==> src/rtl/dual_irq_pkg.sv <==
package dual_irq_pkg;

   // byte offsets inside one processor bank
   localparam int OFS_MASTER = 8'h08;
   localparam int OFS_MASK   = 8'h10;
   localparam int OFS_FLAGS  = 8'h14;

   typedef enum logic [1:0] {
      SEL_NONE   = 2'd0,
      SEL_MASTER = 2'd1,
      SEL_MASK   = 2'd2,
      SEL_FLAGS  = 2'd3
   } reg_sel_e;

endpackage

==> src/rtl/dual_irq_decode.sv <==
module dual_irq_decode
   import dual_irq_pkg::*;
#(
   parameter int ADDR_W      = 9,
   parameter int BANK_LSB    = 8,
   parameter int NUM_CPUS    = 2,
   parameter int CPU_W       = 1
) (
   input  logic [ADDR_W-1:0] addr,
   output reg_sel_e          sel,
   output logic [CPU_W-1:0]  cpu,
   output logic              hit
);
   localparam int BANK_W = ADDR_W - BANK_LSB;

   logic [BANK_W-1:0]   bank;
   logic [BANK_LSB-1:0] ofs;
   logic                bank_ok;

   assign bank    = addr[ADDR_W-1:BANK_LSB];
   assign ofs     = addr[BANK_LSB-1:0];
   assign bank_ok = (int'(bank) < NUM_CPUS);
   assign cpu     = CPU_W'(bank);

   always_comb begin
      sel = SEL_NONE;
      if (ofs == BANK_LSB'(OFS_MASTER))     sel = SEL_MASTER;
      else if (ofs == BANK_LSB'(OFS_MASK))  sel = SEL_MASK;
      else if (ofs == BANK_LSB'(OFS_FLAGS)) sel = SEL_FLAGS;
   end

   assign hit = bank_ok && (sel != SEL_NONE);

endmodule

==> src/rtl/dual_irq_bank.sv <==
module dual_irq_bank #(
   parameter int NUM_SRC = 32,
   parameter int SRC_W   = 5,
   parameter int CPU_W   = 1,
   parameter int CPU_ID  = 0
) (
   input  logic               clk,
   input  logic               rst_n,
   input  logic               wr_master,
   input  logic               wr_mask,
   input  logic               wr_flags,
   input  logic [NUM_SRC-1:0] wdata,
   input  logic               ev_valid,
   input  logic [CPU_W-1:0]   ev_cpu,
   input  logic [SRC_W-1:0]   ev_src,
   output logic               master_q,
   output logic [NUM_SRC-1:0] mask_q,
   output logic [NUM_SRC-1:0] flags_q
);
   localparam logic [NUM_SRC-1:0] ONE = NUM_SRC'(1);

   logic               ev_hit;
   logic [NUM_SRC-1:0] set_vec;
   logic [NUM_SRC-1:0] clr_vec;

   assign ev_hit  = ev_valid && (ev_cpu == CPU_W'(CPU_ID));
   assign set_vec = ev_hit ? ((ONE << ev_src) & mask_q) : '0;
   assign clr_vec = wr_flags ? wdata : '0;

   always_ff @(posedge clk) begin
      if (!rst_n) begin
         master_q <= 1'b0;
         mask_q   <= '0;
         flags_q  <= '0;
      end else begin
         if (wr_master) master_q <= wdata[0];
         if (wr_mask)   mask_q   <= wdata;
         flags_q <= (flags_q & ~clr_vec) | set_vec;
      end
   end

   // a newly set flag bit came from an event on a masked-in source
   a_r2_set_needs_mask: assert property (@(posedge clk) disable iff (!rst_n)
      ((flags_q & ~$past(flags_q)) != '0) |->
         ($past(ev_hit) && (((flags_q & ~$past(flags_q)) & ~$past(mask_q)) == '0)));

   // a clearing write without an event leaves no written bit set
   a_r4_w1c_clears: assert property (@(posedge clk) disable iff (!rst_n)
      $past(wr_flags && !ev_hit) |-> ((flags_q & $past(wdata)) == '0));

   // an accepted event always lands, clearing write or not
   a_r5_set_wins: assert property (@(posedge clk) disable iff (!rst_n)
      $past(ev_hit) |-> ((flags_q & $past(set_vec)) == $past(set_vec)));

   // without a flag write, no flag bit is ever lost
   a_r11_flags_kept: assert property (@(posedge clk) disable iff (!rst_n)
      !$past(wr_flags) |-> ((flags_q & $past(flags_q)) == $past(flags_q)));

endmodule

==> src/rtl/dual_irq_out.sv <==
module dual_irq_out #(
   parameter int NUM_SRC           = 32,
   parameter bit WAKE_NEEDS_MASTER = 1'b1
) (
   input  logic               clk,
   input  logic               rst_n,
   input  logic               master_q,
   input  logic [NUM_SRC-1:0] mask_q,
   input  logic [NUM_SRC-1:0] flags_q,
   output logic               irq,
   output logic               wake
);
   logic live;

   assign live = |(flags_q & mask_q);
   assign irq  = master_q && live;

   generate
      if (WAKE_NEEDS_MASTER) begin : g_wake_gated
         assign wake = master_q && live;
         // a gated wake never fires with the master switch off
         a_r8_wake_needs_master: assert property (@(posedge clk) disable iff (!rst_n)
            wake |-> master_q);
      end else begin : g_wake_free
         assign wake = live;
         // an ungated wake is high whenever the master switch is off and a flag is live
         a_r9_wake_without_master: assert property (@(posedge clk) disable iff (!rst_n)
            (!master_q && (flags_q & mask_q) != '0) |-> wake);
      end
   endgenerate

   // the interrupt line needs the master switch, and it implies wake
   a_r7_irq_needs_master: assert property (@(posedge clk) disable iff (!rst_n)
      irq |-> (master_q && wake));

endmodule

==> src/rtl/dual_irq_ctrl.sv <==
module dual_irq_ctrl
   import dual_irq_pkg::*;
#(
   parameter int          NUM_CPUS     = 2,
   parameter int          NUM_SRC      = 32,
   parameter int          DATA_W       = 32,
   parameter int          ADDR_W       = 9,
   parameter int          BANK_LSB     = 8,
   parameter logic [1:0]  WAKE_GATED   = 2'b01,
   localparam int         CPU_W        = (NUM_CPUS > 1) ? $clog2(NUM_CPUS) : 1,
   localparam int         SRC_W        = $clog2(NUM_SRC)
) (
   input  logic                clk,
   input  logic                rst_n,
   input  logic                reg_wr,
   input  logic [ADDR_W-1:0]   reg_addr,
   input  logic [DATA_W-1:0]   reg_wdata,
   output logic [DATA_W-1:0]   reg_rdata,
   input  logic                ev_valid,
   input  logic [CPU_W-1:0]    ev_cpu,
   input  logic [SRC_W-1:0]    ev_src,
   output logic [NUM_CPUS-1:0] irq,
   output logic [NUM_CPUS-1:0] wake
);
   generate
      if (NUM_SRC < 2 || NUM_SRC > DATA_W) begin : g_bad_src
         $error("NUM_SRC must lie between 2 and DATA_W");
      end
      if (NUM_CPUS < 1 || NUM_CPUS > 2) begin : g_bad_cpus
         $error("NUM_CPUS must be 1 or 2");
      end
      if (BANK_LSB < 8 || BANK_LSB >= ADDR_W) begin : g_bad_map
         $error("BANK_LSB must be at least 8 and below ADDR_W");
      end
   endgenerate

   reg_sel_e           dec_sel;
   logic [CPU_W-1:0]   dec_cpu;
   logic               dec_hit;

   logic               master_q [NUM_CPUS];
   logic [NUM_SRC-1:0] mask_q   [NUM_CPUS];
   logic [NUM_SRC-1:0] flags_q  [NUM_CPUS];

   dual_irq_decode #(
      .ADDR_W   (ADDR_W),
      .BANK_LSB (BANK_LSB),
      .NUM_CPUS (NUM_CPUS),
      .CPU_W    (CPU_W)
   ) u_decode (
      .addr (reg_addr),
      .sel  (dec_sel),
      .cpu  (dec_cpu),
      .hit  (dec_hit)
   );

   generate
      for (genvar c = 0; c < NUM_CPUS; c++) begin : g_cpu
         logic wr_here;
         assign wr_here = reg_wr && dec_hit && (dec_cpu == CPU_W'(c));

         dual_irq_bank #(
            .NUM_SRC (NUM_SRC),
            .SRC_W   (SRC_W),
            .CPU_W   (CPU_W),
            .CPU_ID  (c)
         ) u_bank (
            .clk       (clk),
            .rst_n     (rst_n),
            .wr_master (wr_here && dec_sel == SEL_MASTER),
            .wr_mask   (wr_here && dec_sel == SEL_MASK),
            .wr_flags  (wr_here && dec_sel == SEL_FLAGS),
            .wdata     (reg_wdata[NUM_SRC-1:0]),
            .ev_valid  (ev_valid),
            .ev_cpu    (ev_cpu),
            .ev_src    (ev_src),
            .master_q  (master_q[c]),
            .mask_q    (mask_q[c]),
            .flags_q   (flags_q[c])
         );

         dual_irq_out #(
            .NUM_SRC           (NUM_SRC),
            .WAKE_NEEDS_MASTER (WAKE_GATED[c])
         ) u_out (
            .clk      (clk),
            .rst_n    (rst_n),
            .master_q (master_q[c]),
            .mask_q   (mask_q[c]),
            .flags_q  (flags_q[c]),
            .irq      (irq[c]),
            .wake     (wake[c])
         );
      end
   endgenerate

   always_comb begin
      reg_rdata = '0;
      if (dec_hit) begin
         case (dec_sel)
            SEL_MASTER: reg_rdata = DATA_W'(master_q[dec_cpu]);
            SEL_MASK:   reg_rdata = DATA_W'(mask_q[dec_cpu]);
            SEL_FLAGS:  reg_rdata = DATA_W'(flags_q[dec_cpu]);
            default:    reg_rdata = '0;
         endcase
      end
   end

   // master reads never show bits above bit 0
   a_r6_master_narrow: assert property (@(posedge clk) disable iff (!rst_n)
      (dec_hit && dec_sel == SEL_MASTER) |-> (reg_rdata[DATA_W-1:1] == '0));

   // unmapped offsets read as zero
   a_r10_unmapped_zero: assert property (@(posedge clk) disable iff (!rst_n)
      !dec_hit |-> (reg_rdata == '0));

endmodule

==> config.mk <==
export PLATFORM = sky130hd
export DESIGN_NAME = dual_irq_ctrl
export DESIGN_NICKNAME = d
export VERILOG_FILES = /design/src/rtl/dual_irq_pkg.sv /design/src/rtl/dual_irq_decode.sv /design/src/rtl/dual_irq_bank.sv /design/src/rtl/dual_irq_out.sv /design/src/rtl/dual_irq_ctrl.sv
export SDC_FILE = /design/constraint.sdc
export NUM_CORES = 1
export LEC_CHECK = 0
export BUFFER_PORTS_ARGS = -buffer_cell sky130_fd_sc_hd__buf_2
export CAP_MARGIN = 20
export CORE_MARGIN = 3
export CORE_UTILIZATION = 45
export DETAILED_ROUTE_END_ITERATION = 10
export GPL_TIMING_DRIVEN = 0
export HOLD_SLACK_MARGIN = 0.1
export PLACE_DENSITY_LB_ADDON = 0.3
export SKIP_LAST_GASP = 1
export SLEW_MARGIN = 20
export SYNTH_ARGS = -nofsm -noshare
export SYNTH_HDL_FRONTEND = slang
export SYNTH_SLANG_ARGS = --single-unit
==> constraint.sdc <==
create_clock -name clk -period 2.4 [get_ports clk]
set_input_delay 0.12 -clock clk [delete_from_list [all_inputs] [get_ports clk]]
set_output_delay 0.12 -clock clk [all_outputs]
set_load 0.01 [all_outputs]
---- Word level (Yosys, flattened, before mapping) ----
Cells that the tools add are included.
word-level totals
  output and inout bits ................... 36
  input port bits ......................... 51
  register bits ........................... 130
operators by class
  shift-type cells ........................ 1
  multiplexer cells ....................... 18
  reduce and logical (&&, ||, !) cells .... 16
  $lt $le $gt $ge ......................... 1
  equal/unequal tests ..................... 6
  bitwise operators ....................... 13
operators by type and width
  kind                                                                   number
  32-bit 2-to-1 mux                                                      11
  32-bit AND                                                             6
  32-bit case mux with 3 select lines                                    1
  32-bit inverter                                                        2
  32-bit bitwise OR                                                      2
  32-bit OR reduction                                                    2
  1-bit by 5-bit left shift with 32-bit output, first input constant     1
  8-bit by 5-bit equality test with 1-bit output, second input constant  2
  1-bit logical AND                                                      13
  8-bit by 4-bit equality test with 1-bit output, second input constant  1
  2-bit 2-to-1 mux                                                       3
  2-bit equality test, second input constant                             2
  1-bit 2-to-1 mux                                                       3
  2-bit by 1-bit equality test with 1-bit output, second input constant  1
  2-bit >= comparator, second input constant                             1
  1-bit inverter                                                         2
  1-bit inverter with 2-bit output                                       1
  2-bit nonzero test                                                     1

---- Depth between registers and ports, before layout ----
  depth after elaboration ................. 12
  depth in mapped cells ................... 6
  depth with buffers taken out ............ 4

---- By module ----
From an unflattened synthesis, not the netlist that was laid out.
unflattened totals
  cells, all modules ...................... 794
  area total of the unflattened synthesis .. 7586.0 sq um
modules (own cells, without submodules)
  module                           cells an instance  instances  area each (sq um)
  dual_irq_bank (g_cpu[0].u_bank)  295                1          3010.4
  dual_irq_bank (g_cpu[1].u_bank)  291                1          2899.0
  dual_irq_ctrl                    156                1          1246.2
  dual_irq_out (g_cpu[1].u_out)    22                 1          200.2
  dual_irq_out (g_cpu[0].u_out)    22                 1          168.9
  dual_irq_decode                  8                  1          61.3

---- Worst setup path after synthesis ----
No wires, ideal clock.
  path kind ............................... input to output
  from .................................... input port reg_addr[5]
  to ...................................... output port reg_rdata[10]
  stages on the path ...................... 5
  required time ........................... 2280 ps
  setup slack ............................. 901 ps
  arrival time ............................ 1379 ps
  cell sequence ........................... or3_4 > nor3_2 > nand3_1 > clkbuf_1 > o22ai_1
on the way
  cells in the longest elaborated chain, start to end .. 7
ends and longest elaborated chain
  what                                                                                   RTL line               source
  start: declaration                                                                     dual_irq_ctrl.sv:16    input logic [ADDR_W-1:0] reg_addr,
  8-bit by 5-bit equality test with 1-bit output                                         dual_irq_decode.sv:29  else if (ofs == BANK_LSB'(OFS_FLAGS)) sel = SEL_FLAGS;
  2-bit 2-to-1 mux                                                                       dual_irq_decode.sv:29
  2-bit 2-to-1 mux                                                                       dual_irq_decode.sv:28  else if (ofs == BANK_LSB'(OFS_MASK)) sel = SEL_MASK;
  2-bit 2-to-1 mux (*)                                                                   dual_irq_decode.sv:27  if (ofs == BANK_LSB'(OFS_MASTER)) sel = SEL_MASTER;
  2-bit equality test or 2-bit by 1-bit equality test with 1-bit output (tied branches)  dual_irq_ctrl.sv:100   case (dec_sel)
  32-bit case mux with 3 select lines                                                    dual_irq_ctrl.sv:100
  32-bit 2-to-1 mux (*)                                                                  dual_irq_ctrl.sv:99    if (dec_hit) begin
  end: declaration                                                                       dual_irq_ctrl.sv:18    output logic [DATA_W-1:0] reg_rdata,
Mark *: on every way between the ends. The rest lies on a longest branch, timed or not.

---- Worst setup path in the final report ----
  from .................................... input port reg_addr[5]
  to ...................................... output port reg_rdata[20]
Same word-level chain as after synthesis.

==> results.md <==
* Status: complete, no violations
* Fillers at 1357
* Drt wl/cell at 21.95 um
* VDD IR-drop max at 0.5331 mV
* Setup crit end kind: output pin
* Synthesized instance count at 737
* Via count at 6398
* Largest net degree at the start of global routing at 17
* CP Data Arrival Time at 2120 ps
* CP delay by family, top: simple AND/OR/NAND/NOR gates
* DR vias/cell at 5.979
* Worst hold path type: input pin to flip-flop
* First-pass GRT wire length at 35.58 mm
* Setup bufs post-CTS at 0
* Async SR Flop Fraction at 0%
* Max Root-Sink Buffers at 2
* Vias in the first global route at 6122
* Final Net Count at 926
* Top sig layer: met4
* Worst Tran Pin Value at 1119 ps
* Reg2Reg Launch Point: g_cpu[0].u_bank.mask_q[4]
* Count leader, synth: dfxtp_1
* Leakage at 3.578 nW
* Crit-path slowest cell: or3_4
* RSZ-0062 raised after global routing: false
* M1 WL at 10.14 mm
* Final HPWL DP at 16.89 mm
* Final routed DRC violation total at 0
* Synth Flop Type: dfxtp_1
* Max-slew violations at 0
* Area of the multi-input gates at 3869 um2
* Post-synthesis cell type count at 38
* # IOs at 87
* DIE HEIGHT at 128.2 um
* Drt first pass iters at 5
* CTS resizes at 0
* Antenna cells at 0
* Worst-path cell chain: buf_2 -> or3_4 -> nor3_2 -> nand3_1 -> clkbuf_1 -> o22ai_1 -> buf_2
* Die X at 128.2 um
* HP Start: rst_n
* Worst slew margin at 25.23%
* Synthesized flop and latch total at 130
* Tmin final at 2240 ps
* Max_cap viols at 0
* Final Wtd Congestion at 0.9469
* Syn nets at 788
* Setup TNS at 0 ps
* CTS Hold Buffers Added at 34
* Top cells by count, synth: dfxtp_1 (130), mux2i_1 (96), a21boi_0 (89)
* CP required at 2280 ps
* Clock buffer count from CTS at 17
* CTS tree: done
* Initial antenna violation count at 0
* Buf/Inv on CP at 3
* CORE AREA at 14590 um2
* Root Driver: clkbuf_16
* Crit path launch type: input pin
* Synth-to-layout area growth at 22.96%
* Final ANT Viol Nets at 0
* Setup Skew at 4.214 ps
* Initial drt markers at 719
* Reg clk slew, reported paths at 50 ps
* Reg-to-reg slack, setup at 1570 ps
* Final WS setup at 159.9 ps
* DR WL met3 at 2.156 mm
* Worst-path fanout max at 10
* Pre-CTS setup slack at 241.0 ps
* Fin crit share at 93.34%
* Routed length on met2 at 10.37 mm
* Clk_lat worst skew at 430 ps
* Max stage delay on crit path at 430 ps
* Fmax at 446.4 MHz
* Cell mode on critical path: buf_2
* FF/Latch Area at 2603 um2
* Area share of the largest cell type after synthesis at 38.73%
* Initial core utilization at 46.06%
* Worst-case reg-to-reg path depth at 2
* CTS H-tree lvls at 4
* Ys Warns at 0
* Endpoint of the worst-slack reg-to-reg timing path: g_cpu[0].u_bank.flags_q[4]
* Leading area contributor after synthesis: dfxtp_1
* Layout cells sized above 1 at 15.12%
* Power Dens Cells at 595.5 nW/um2
* Critical path class: input pin to output pin
* Register area share after synthesis at 38.73%
* Design Power at 4.920 mW
* Post-synth EDFFs at 0
* Final setup vio count at 0
* Gr usage total at 28.71%
* Clk sink count at 130
* Final Hold Viols at 0
* GRT Residual Overflow at 0
* Die Area at 16440 um2
* Cell Area, Synth at 6720 um2
* Detailed-route wire length at 23.48 mm
* IO Port Bufs at 85
* Worst hold path depth at 2
* Rows at 44
* Hold EP: g_cpu[0].u_bank.mask_q[19]
* Ranking of synthesized cells by area: dfxtp_1 (39%), mux2i_1 (14%), a21boi_0 (9.9%), o21a_1 (6.4%), and3_1 (5.5%)
* Syn avg cell area at 9.118 um2
-- power by group --
part	internal [mW]	total [mW]	leakage, nW	switching [mW]
registers	2.16	2.16	1.05	0.000972
clock network	1.51	2.44	0.275	0.929
logic	0.128	0.320	2.26	0.192
total	3.80	4.92	3.58	1.12
-- per-stage QoR --
step | cell area (um2) | cells | hold WS (ps) | utilization [%]
after floorplan | 6720 | 737 | 264.9 | -
after global placement | 7376 | 1006 | 408.2 | 50.56
after detailed placement | 7376 | 1006 | 415.0 | 50.56
after CTS | 8263 | 1070 | 177.3 | 56.64
after global routing | 8263 | 1070 | 177.9 | 56.64
final | 8263 | 1070 | 174.4 | 56.64
-- how the worst max path moves through the flow --
stage	endpoint	from	cells after the start	slack (ps)
2_1_floorplan	reg_rdata[10]	reg_addr[5]	5	900
3_3_place_gp	reg_rdata[20]	reg_addr[5]	7	240
3_5_place_dp	reg_rdata[20]	reg_addr[5]	7	240
4_1_cts	reg_rdata[20]	reg_addr[5]	7	240
5_1_grt	reg_rdata[20]	reg_addr[5]	7	80
6_report	reg_rdata[20]	reg_addr[5]	7	160
-- cells in the final DEF (no fill, tap or decap), drive strengths merged, types with 5 or more instances in the layout --
cell type / instances
a22oi: 24
mux2i: 96
nor2b: 33
dfxtp: 130
inv: 8
and3: 59
dlygate4sd3: 34
a21boi: 97
clkinv: 5
nand4: 9
nor2: 12
buf: 106
nand3: 10
o21ai: 7
clkbuf: 53
nor3: 9
o21a: 57
nand2b: 5
o22ai: 31
nand2: 74
-- worst register-to-register path: cells and delay by family, from the launching register on --
family | cells | cell delay (ps)
DFF | 1 | 380
AOI/OAI and AO/OA | 1 | 170
and+or+nand+nor | 1 | 180
-- state kept, by name, summed over array words and instances (netlist names) --
name                   cells
g_cpu.u_bank.mask_q       64
g_cpu.u_bank.master_q      2
g_cpu.u_bank.flags_q      64
-- cell type report --
type                    instances  share of cell area [%]
multi-input cells             549                   46.82
flip-flops and latches        130                   31.50
repair buffers                119                   9.267
clock buffers                  24                   5.951
well taps                     184                   2.786
plain buffers                  50                   2.650
clock inverters                 6                  0.6663
inverters                       8                  0.3634
-- layer usage --
metal	track usage, %	vias to the layer above
met5	0	-
li1	-	2982
met4	11.36	0
met2	43.67	337
met1	39.06	3013
met3	7.083	66
-- kinds of logic after synthesis --
logic type,synth area share [%]
AO/OA/AOI/OAI,25.02
AND/OR/NAND/NOR,18.25
flip-flops,38.73
multiplexers,14.30
buffers and inverters,3.705
Power figures use the tool's default switching activity.
